## src/rtl/mac_accum_pkg.sv

```systemverilog
package mac_accum_pkg;

   typedef enum logic [1:0] {
      MAC_NONE  = 2'b00,
      MAC_ADD   = 2'b01,
      MAC_SUB   = 2'b10,
      MAC_RDCLR = 2'b11
   } mac_op_e;

   typedef struct packed {
      logic add;
      logic sub;
      logic clr;
   } mac_ctl_t;

endpackage

```

## src/rtl/mac_accum_product.sv

```systemverilog
module mac_accum_product #(
   parameter int W     = 32,
   parameter bit TRUNC = 1'b1
) (
   input  logic [W-1:0]   mul_a,
   input  logic [W-1:0]   mul_b,
   output logic [2*W-1:0] addend
);
   localparam int ACC_W = 2 * W;

   generate
      if (TRUNC) begin : g_trunc
         // the low W product bits do not depend on operand signedness
         logic [W-1:0] low_w;
         assign low_w  = mul_a * mul_b;
         assign addend = {{W{low_w[W-1]}}, low_w};
      end else begin : g_full
         logic [ACC_W-1:0] ext_a, ext_b;
         assign ext_a  = {{W{mul_a[W-1]}}, mul_a};
         assign ext_b  = {{W{mul_b[W-1]}}, mul_b};
         assign addend = ext_a * ext_b;
      end
   endgenerate

endmodule

```

## src/rtl/mac_accum_decode.sv

```systemverilog
module mac_accum_decode
   import mac_accum_pkg::*;
(
   input  logic       op_valid,
   input  logic [1:0] op_sel,
   input  logic       wr_en,
   output mac_ctl_t   ctl
);
   mac_op_e op;
   assign op = mac_op_e'(op_sel);

   always_comb begin
      ctl = '0;
      if (op_valid && !wr_en) begin
         case (op)
            MAC_ADD:   ctl.add = 1'b1;
            MAC_SUB:   ctl.sub = 1'b1;
            MAC_RDCLR: ctl.clr = 1'b1;
            default:   ctl = '0;
         endcase
      end
   end

endmodule

```

## src/rtl/mac_accum_core.sv

```systemverilog
module mac_accum_core
   import mac_accum_pkg::*;
#(
   parameter int W = 32
) (
   input  logic           clk,
   input  logic           rst_n,
   input  mac_ctl_t       ctl,
   input  logic [2*W-1:0] addend,
   input  logic           wr_en,
   input  logic           wr_hi,
   input  logic [W-1:0]   wr_data,
   output logic [2*W-1:0] acc_q,
   output logic [W-1:0]   rd_data,
   output logic           rd_valid
);
   localparam int ACC_W = 2 * W;

   logic [ACC_W-1:0] acc_d;

   always_comb begin
      acc_d = acc_q;
      if (wr_en) begin
         if (wr_hi) acc_d[ACC_W-1:W] = wr_data;
         else       acc_d[W-1:0]     = wr_data;
      end else if (ctl.add) begin
         acc_d = acc_q + addend;
      end else if (ctl.sub) begin
         acc_d = acc_q - addend;
      end else if (ctl.clr) begin
         acc_d = '0;
      end
   end

   always_ff @(posedge clk or negedge rst_n) begin
      if (!rst_n) begin
         acc_q    <= '0;
         rd_data  <= '0;
         rd_valid <= 1'b0;
      end else begin
         acc_q    <= acc_d;
         rd_valid <= ctl.clr;
         if (ctl.clr) rd_data <= acc_q[W-1:0];
      end
   end

   assert_ops_exclusive_R8: assert property (@(posedge clk) disable iff (!rst_n)
      $onehot0({ctl.add, ctl.sub, ctl.clr}) && !(wr_en && (ctl.add || ctl.sub || ctl.clr)));

   assert_acc_step_R2: assert property (@(posedge clk) disable iff (!rst_n)
      ctl.add |=> acc_q == $past(acc_q) + $past(addend));

   assert_sub_step_R3: assert property (@(posedge clk) disable iff (!rst_n)
      ctl.sub |=> acc_q == $past(acc_q) - $past(addend));

   assert_clear_R4: assert property (@(posedge clk) disable iff (!rst_n)
      ctl.clr |=> (acc_q == '0) && rd_valid && (rd_data == $past(acc_q[W-1:0])));

   assert_idle_hold_R6: assert property (@(posedge clk) disable iff (!rst_n)
      !(ctl.add || ctl.sub || ctl.clr || wr_en) |=> $stable(acc_q) && !rd_valid);

   assert_wr_hi_R7: assert property (@(posedge clk) disable iff (!rst_n)
      (wr_en && wr_hi) |=> (acc_q[ACC_W-1:W] == $past(wr_data)) && $stable(acc_q[W-1:0]));

   assert_wr_lo_R7: assert property (@(posedge clk) disable iff (!rst_n)
      (wr_en && !wr_hi) |=> (acc_q[W-1:0] == $past(wr_data)) && $stable(acc_q[ACC_W-1:W]));

endmodule

```

## src/rtl/mac_accum.sv

```systemverilog
module mac_accum
   import mac_accum_pkg::*;
#(
   parameter int W     = 32,
   parameter bit TRUNC = 1'b1
) (
   input  logic         clk,
   input  logic         rst_n,
   input  logic         op_valid,
   input  logic [1:0]   op_sel,
   input  logic [W-1:0] opnd_a,
   input  logic [W-1:0] opnd_b,
   input  logic         reg_wr_en,
   input  logic         reg_wr_hi,
   input  logic [W-1:0] reg_wr_data,
   output logic [W-1:0] rd_data,
   output logic         rd_valid,
   output logic [W-1:0] acc_hi,
   output logic [W-1:0] acc_lo
);
   localparam int ACC_W = 2 * W;

   generate
      if (W < 2 || W > 64) begin : g_bad_width
         $error("mac_accum: W must lie in 2..64");
      end
   endgenerate

   mac_ctl_t         ctl;
   logic [ACC_W-1:0] addend;
   logic [ACC_W-1:0] acc_q;

   mac_accum_decode u_decode (
      .op_valid (op_valid),
      .op_sel   (op_sel),
      .wr_en    (reg_wr_en),
      .ctl      (ctl)
   );

   mac_accum_product #(.W(W), .TRUNC(TRUNC)) u_product (
      .mul_a  (opnd_a),
      .mul_b  (opnd_b),
      .addend (addend)
   );

   mac_accum_core #(.W(W)) u_core (
      .clk      (clk),
      .rst_n    (rst_n),
      .ctl      (ctl),
      .addend   (addend),
      .wr_en    (reg_wr_en),
      .wr_hi    (reg_wr_hi),
      .wr_data  (reg_wr_data),
      .acc_q    (acc_q),
      .rd_data  (rd_data),
      .rd_valid (rd_valid)
   );

   assign acc_hi = acc_q[ACC_W-1:W];
   assign acc_lo = acc_q[W-1:0];

endmodule

```

## config.mk

```make
export PLATFORM = sky130hd
export DESIGN_NAME = mac_accum
export DESIGN_NICKNAME = d
export VERILOG_FILES = /design/src/rtl/mac_accum_pkg.sv /design/src/rtl/mac_accum_product.sv /design/src/rtl/mac_accum_decode.sv /design/src/rtl/mac_accum_core.sv /design/src/rtl/mac_accum.sv
export SDC_FILE = /design/constraint.sdc
export NUM_CORES = 2
export LEC_CHECK = 0
export BUFFER_PORTS_ARGS = -buffer_cell sky130_fd_sc_hd__buf_2
export CAP_MARGIN = 20
export CORE_ASPECT_RATIO = 1.25
export CORE_UTILIZATION = 55
export DETAILED_ROUTE_END_ITERATION = 16
export HOLD_SLACK_MARGIN = 0.06
export MAX_ROUTING_LAYER = met4
export PLACE_DENSITY_LB_ADDON = 0.12
export REMOVE_ABC_BUFFERS = 1
export SYNTH_ARGS = -nofsm -noshare
export SYNTH_HDL_FRONTEND = slang
export SYNTH_HIERARCHICAL = 1
export SYNTH_SLANG_ARGS = --single-unit
export TNS_END_PERCENT = 20
```

## constraint.sdc

```tcl
create_clock -name clk -period 11.3 [get_ports clk]
set_input_delay 0.565 -clock clk [delete_from_list [all_inputs] [get_ports clk]]
set_output_delay 0.565 -clock clk [all_outputs]
set_load 0.005 [all_outputs]
```

=== Word-level counts from Yosys, hierarchy flattened ===
Index checks and enable logic that the tools add are counted.
Widths: inputs -> output; s select.

* Register bits after elaboration: 97
* Latch bits: 0
* Memory bits (writable): 0
* Bits in read-only memories: 0
* Memories: 0

* $add $sub $neg: 2
* $mul: 1
* Divide/modulo/power cells: 0
* Magnitude comparators: 0
* Eq/ne operators: 5
* Shift operators: 0
* Multiplexer cells: 10
* Bitwise operators: 0
* Reduce and logical (&&, ||, !) cells: 5

{| class="wikitable"
|+ Operators by type and width
! kind !! count
|-
| $mux 64 || 4
|-
| $add 64x64->64 || 1
|-
| $mux 32 || 2
|-
| $sub 64x64->64 || 1
|-
| $mul 32x32->32 || 1
|-
| $eq 2x2->1 const B || 2
|-
| $reduce_and 2->1 || 2
|-
| $reduce_bool 4->1 || 1
|-
| $mux 1 || 3
|-
| $mux 3 || 1
|-
| $eq 2x1->1 const B || 1
|-
| $ne 2x1->1 const B || 1
|-
| $ne 2x2->1 const B || 1
|-
| $logic_and 1x1->1 || 1
|-
| $logic_not 1->1 || 1
|}

=== Logic depth before layout (Yosys ltp) ===
* Word-level depth: 7
* Mapped depth: 41
* Mapped depth without buffers: 38

=== By module ===
Netlist, hierarchy kept.

{| class="wikitable"
|+ Modules (own cells, without submodules)
! module !! instances !! cells an instance !! area each (um2) !! seq. area each (um2)
|-
| mac_accum_product || 1 || 1,752 || 16,077.9 || 0.0
|-
| mac_accum_core || 1 || 1,673 || 12,502.0 || 2,427.3
|-
| mac_accum_decode || 1 || 3 || 36.3 || 0.0
|}

=== Worst setup path after synthesis ===
Ideal clock, no wire load.

* Path kind: input port to flip-flop
* Start: input opnd_b[2]
* End: register u_core.acc_q[53]
* Arrival: 10.534 ns
* Required time: 11.169 ns
* Setup slack: 0.635 ns
* Stages: 35
* Path buffers: 4
* Cell sequence: clkbuf_1 > clkbuf_1 > and2_1 > fa_1 > inv_1 > fa_1 > fa_1 > fa_1 > inv_1 > fa_1 > fa_1 > fa_1 > fa_1 > ha_1 > a21o_1 > a31oi_1 > nand3_1 > a311oi_1 > o31ai_1 > xnor2_1 > buf_4 > inv_1 > ha_1 > clkbuf_1 > inv_1 > nor4_1 > a21bo_2 > a31oi_1 > o21a_1 > o41ai_2 > a31oi_1 > o21a_1 > xnor2_1 > a221oi_1 > a21oi_1

* Word-level cells in the longest chain between the ends: 5
* Elaborated cells between the ends (all ways): 6

{| class="wikitable"
|+ RTL lines
! item !! line !! source
|-
| from (decl) || mac_accum.sv:12 || <nowiki>input logic [W-1:0] opnd_b,</nowiki>
|-
| $mul 32x32->32 * || mac_accum_product.sv:15 || <nowiki>assign low_w = mul_a * mul_b;</nowiki>
|-
| net addend[31] || mac_accum.sv:30 || <nowiki>logic [ACC_W-1:0] addend;</nowiki>
|-
| $sub 64x64->64 || mac_accum_core.sv:29 || <nowiki>acc_d = acc_q - addend;</nowiki>
|-
| $mux 64 || mac_accum_core.sv:28 || <nowiki>end else if (ctl.sub) begin</nowiki>
|-
| $mux 64 * || mac_accum_core.sv:26 || <nowiki>end else if (ctl.add) begin</nowiki>
|-
| $mux 64 * || mac_accum_core.sv:23 || <nowiki>if (wr_en) begin</nowiki>
|-
| to (signal assigned) || mac_accum_core.sv:37 || <nowiki>acc_q <= '0;</nowiki>
|-
| to (signal assigned) || mac_accum_core.sv:41 || <nowiki>acc_q <= acc_d;</nowiki>
|-
| to (decl) || mac_accum_core.sv:13 || <nowiki>output logic [2*W-1:0] acc_q,</nowiki>
|}

Mark *: on every way through the listed nets, which the timed path passes. The rest lies on a longest branch.
A chain may end at the register's enable or synchronous reset.

=== Worst setup path in the final report ===
* Start: input opnd_a[6]
* End: register u_core.acc_q[63]

* Word-level cells in the longest chain between the ends: 5
* Elaborated cells between the ends (all ways): 6

{| class="wikitable"
|+ RTL lines
! item !! line !! source
|-
| from (decl) || mac_accum.sv:11 || <nowiki>input logic [W-1:0] opnd_a,</nowiki>
|-
| $mul 32x32->32 * || mac_accum_product.sv:15 ||
|-
| net addend[31] || mac_accum.sv:30 ||
|-
| $sub 64x64->64 || mac_accum_core.sv:29 ||
|-
| $mux 64 || mac_accum_core.sv:28 ||
|-
| $mux 64 * || mac_accum_core.sv:26 ||
|-
| $mux 64 * || mac_accum_core.sv:23 ||
|}

Marks and branches as above.

==> metrics.txt <==
status=completed; Post-CTS Resized=0; Worst Setup Slack, final=0.400 ns; maximum fanout along the worst path=33; synth-to-layout area growth=7.34%; Synth Area per Inst=8.35 µm²; Post-CTS Setup Repair Bufs=0; Core ar.=51400 µm²; Main synth FF type=dfrtp_1; Fmax=0.0917 GHz; # H-tree levels=3; Worst Path Buf+Inv=8; Clk Latency, worst-skew pair=0.39 ns; Yosys warning total=6; top-area cell type share of the netlist area=0.287; GRT overflow=0; largest net degree at the start of global routing=65; final period demand of the worst path=10.90 ns; data required time of the worst path=11.55 ns; fin crit share=0.965; clock tree buffer depth=2; Slew Viols, Final=0; Data arrival, critical path=11.15 ns; max cap viols=0; vias per cell=6.11; CTS tree=done; die width=206 µm; Clock Skews=0.0102 ns; GRT Util Overall=0.404; pre-CTS setup slack=0.153 ns; layout cells sized above 1=0.120; sequential share of the synthesized area=0.0848; top-count cell post-synth=inv_1; Initial Util=0.556; Final Hold Vio Count=0; CTS Hold Buffers Added=0; final core occ=0.597; drt total wl=102000 µm; final hold slack=0.166 ns; Crit. End Element=flop; RSZ-0062 raised after global routing=no; Rows=93; Clock Sinks=97; netlist area before placement=28600 µm²; Num CTS Buffers=9; Crit path max-delay family=adder cells; Antenna diodes=0; Post-Synthesis Cells=3428; kind of critical path=input pin to flop; area leader, netlist=fa_1; Antenna Nets Post-Route=0; first-pass GRT wire length=156000 µm; first-pass detailed-route iteration total=6; initial antenna violation count=0; DIE AREA=53000 µm²; most frequent cells after synthesis=490 x inv_1, 410 x fa_1, 372 x and2_1; DR WL/cell=24.3 µm; number of I/O pins=200; critical path's slowest cell=buf_2; cell mode on critical path=fa_1; slowest stage delay, CP=0.56 ns; number of synthesized flops with an enable pin=0; synth unique cells=101; final setup fails=0; drt first-iter violations=1878; Final HPWL DP=82200 µm; Vias=25700; worst-margin pin slew=1.09 ns; DRC viols=0; top post-synthesis cells by area=fa_1 29%, ha_1 11%, dfrtp_1 8.5%; Die Ht=257 µm; Post-synth ARST share=1.00; synthesized flop and latch total=97; Rel. slew slack=0.271; Worst Hold Class=input pin to asynchronous set/reset pin; IO Port Bufs=199; number of global-route vias before repair=27400; CTS clk-pin slew, worst paths=0.08 ns; CP Launch Type=input pin; Final Wtd Congestion=1.03; CTS root buf=clkbuf_16; fin nets=4306
==> logic make-up after synthesis <==
family / count (synthesis) / synth area share
AOI/OAI and AO/OA: 716 / 0.174
xor gates and xnor gates: 136 / 0.0424
adders and majority gates: 660 / 0.396
buffers and inverters: 717 / 0.0999
DFF: 97 / 0.0848
muxes: 37 / 0.0143
and+or+nand+nor: 1065 / 0.189
==> metal layers <==
metal / wire length (µm) / track usage / up-vias
met4: 7730 / 0.270 / 0
met5: 0 / - / -
met2: 53000 / 0.706 / 1161
met1: 35800 / 0.420 / 12700
li1: - / - / 11400
met3: 6010 / 0.0519 / 390
==> state kept, by name (all words and copies together) (netlist names) <==
register and flops:
u_core/acc_q 64, u_core/rd_data 32, u_core/rd_valid 1
==> per-stage QoR <==
| step | TNS [ns] | cells | cell area, µm² |
|---|---|---|---|
| after floorplan | -2.21 | 3207 | 27600 |
| after global placement | 0 | 4197 | 30400 |
| after detailed placement | 0 | 4197 | 30400 |
| after CTS | 0 | 4212 | 30700 |
| after global routing | 0 | 4212 | 30700 |
| final | 0 | 4212 | 30700 |
==> placed cells by master (no fill, tap or decap), types with 8 or more instances in the layout <==
master,netlist,routed
buf_4,36,125
a31oi_1,16,16
nor4_1,28,28
and3_1,9,9
clkbuf_16,0,9
dfrtp_1,97,97
inv_1,490,490
o21ai_0,95,95
o221ai_1,17,17
nand4_1,28,28
a21o_1,43,42
nor3_1,25,25
a221oi_1,30,30
nand3_1,26,26
xnor2_1,106,105
o21bai_1,49,49
nor2b_1,25,24
a221o_1,14,14
and2_1,372,372
buf_2,25,197
nand2b_1,17,17
mux2_2,32,32
nand2_1,307,307
o21a_1,10,10
a211oi_1,38,38
xor2_1,28,28
fa_1,410,410
nor2_1,200,200
a211o_1,8,8
o31ai_1,57,57
ha_1,250,250
o211ai_1,23,23
a21oi_1,205,205
==> worst paths after layout <==
path                       cells after the start              start           endpoint  slack [ns]
max                                           37          opnd_a[6]   u_core/acc_q[63]        0.40
min                                            1              rst_n   u_core/acc_q[59]        0.17
max reg2reg                                   15    u_core/acc_q[0]   u_core/acc_q[60]        6.67
min reg2reg                                    1  u_core/rd_data[3]  u_core/rd_data[3]        0.51
max in group asynchronous                      2              rst_n   u_core/acc_q[10]        9.85
min in group clk                               1  u_core/rd_data[3]  u_core/rd_data[3]        0.51
==> cell type report <==
cell class	count	area, µm²
flip-flops and latches	97	2430
inverters	496	1860
clock inverters	5	41.3
clock buffers	10	229
multi-input cells	2614	23400
fillers	4771	20700
well taps	665	832
repair buffers	325	1970
Power is not shown: default switching activity piles up to over one toggle a cycle in this logic, so the estimate is an artifact.
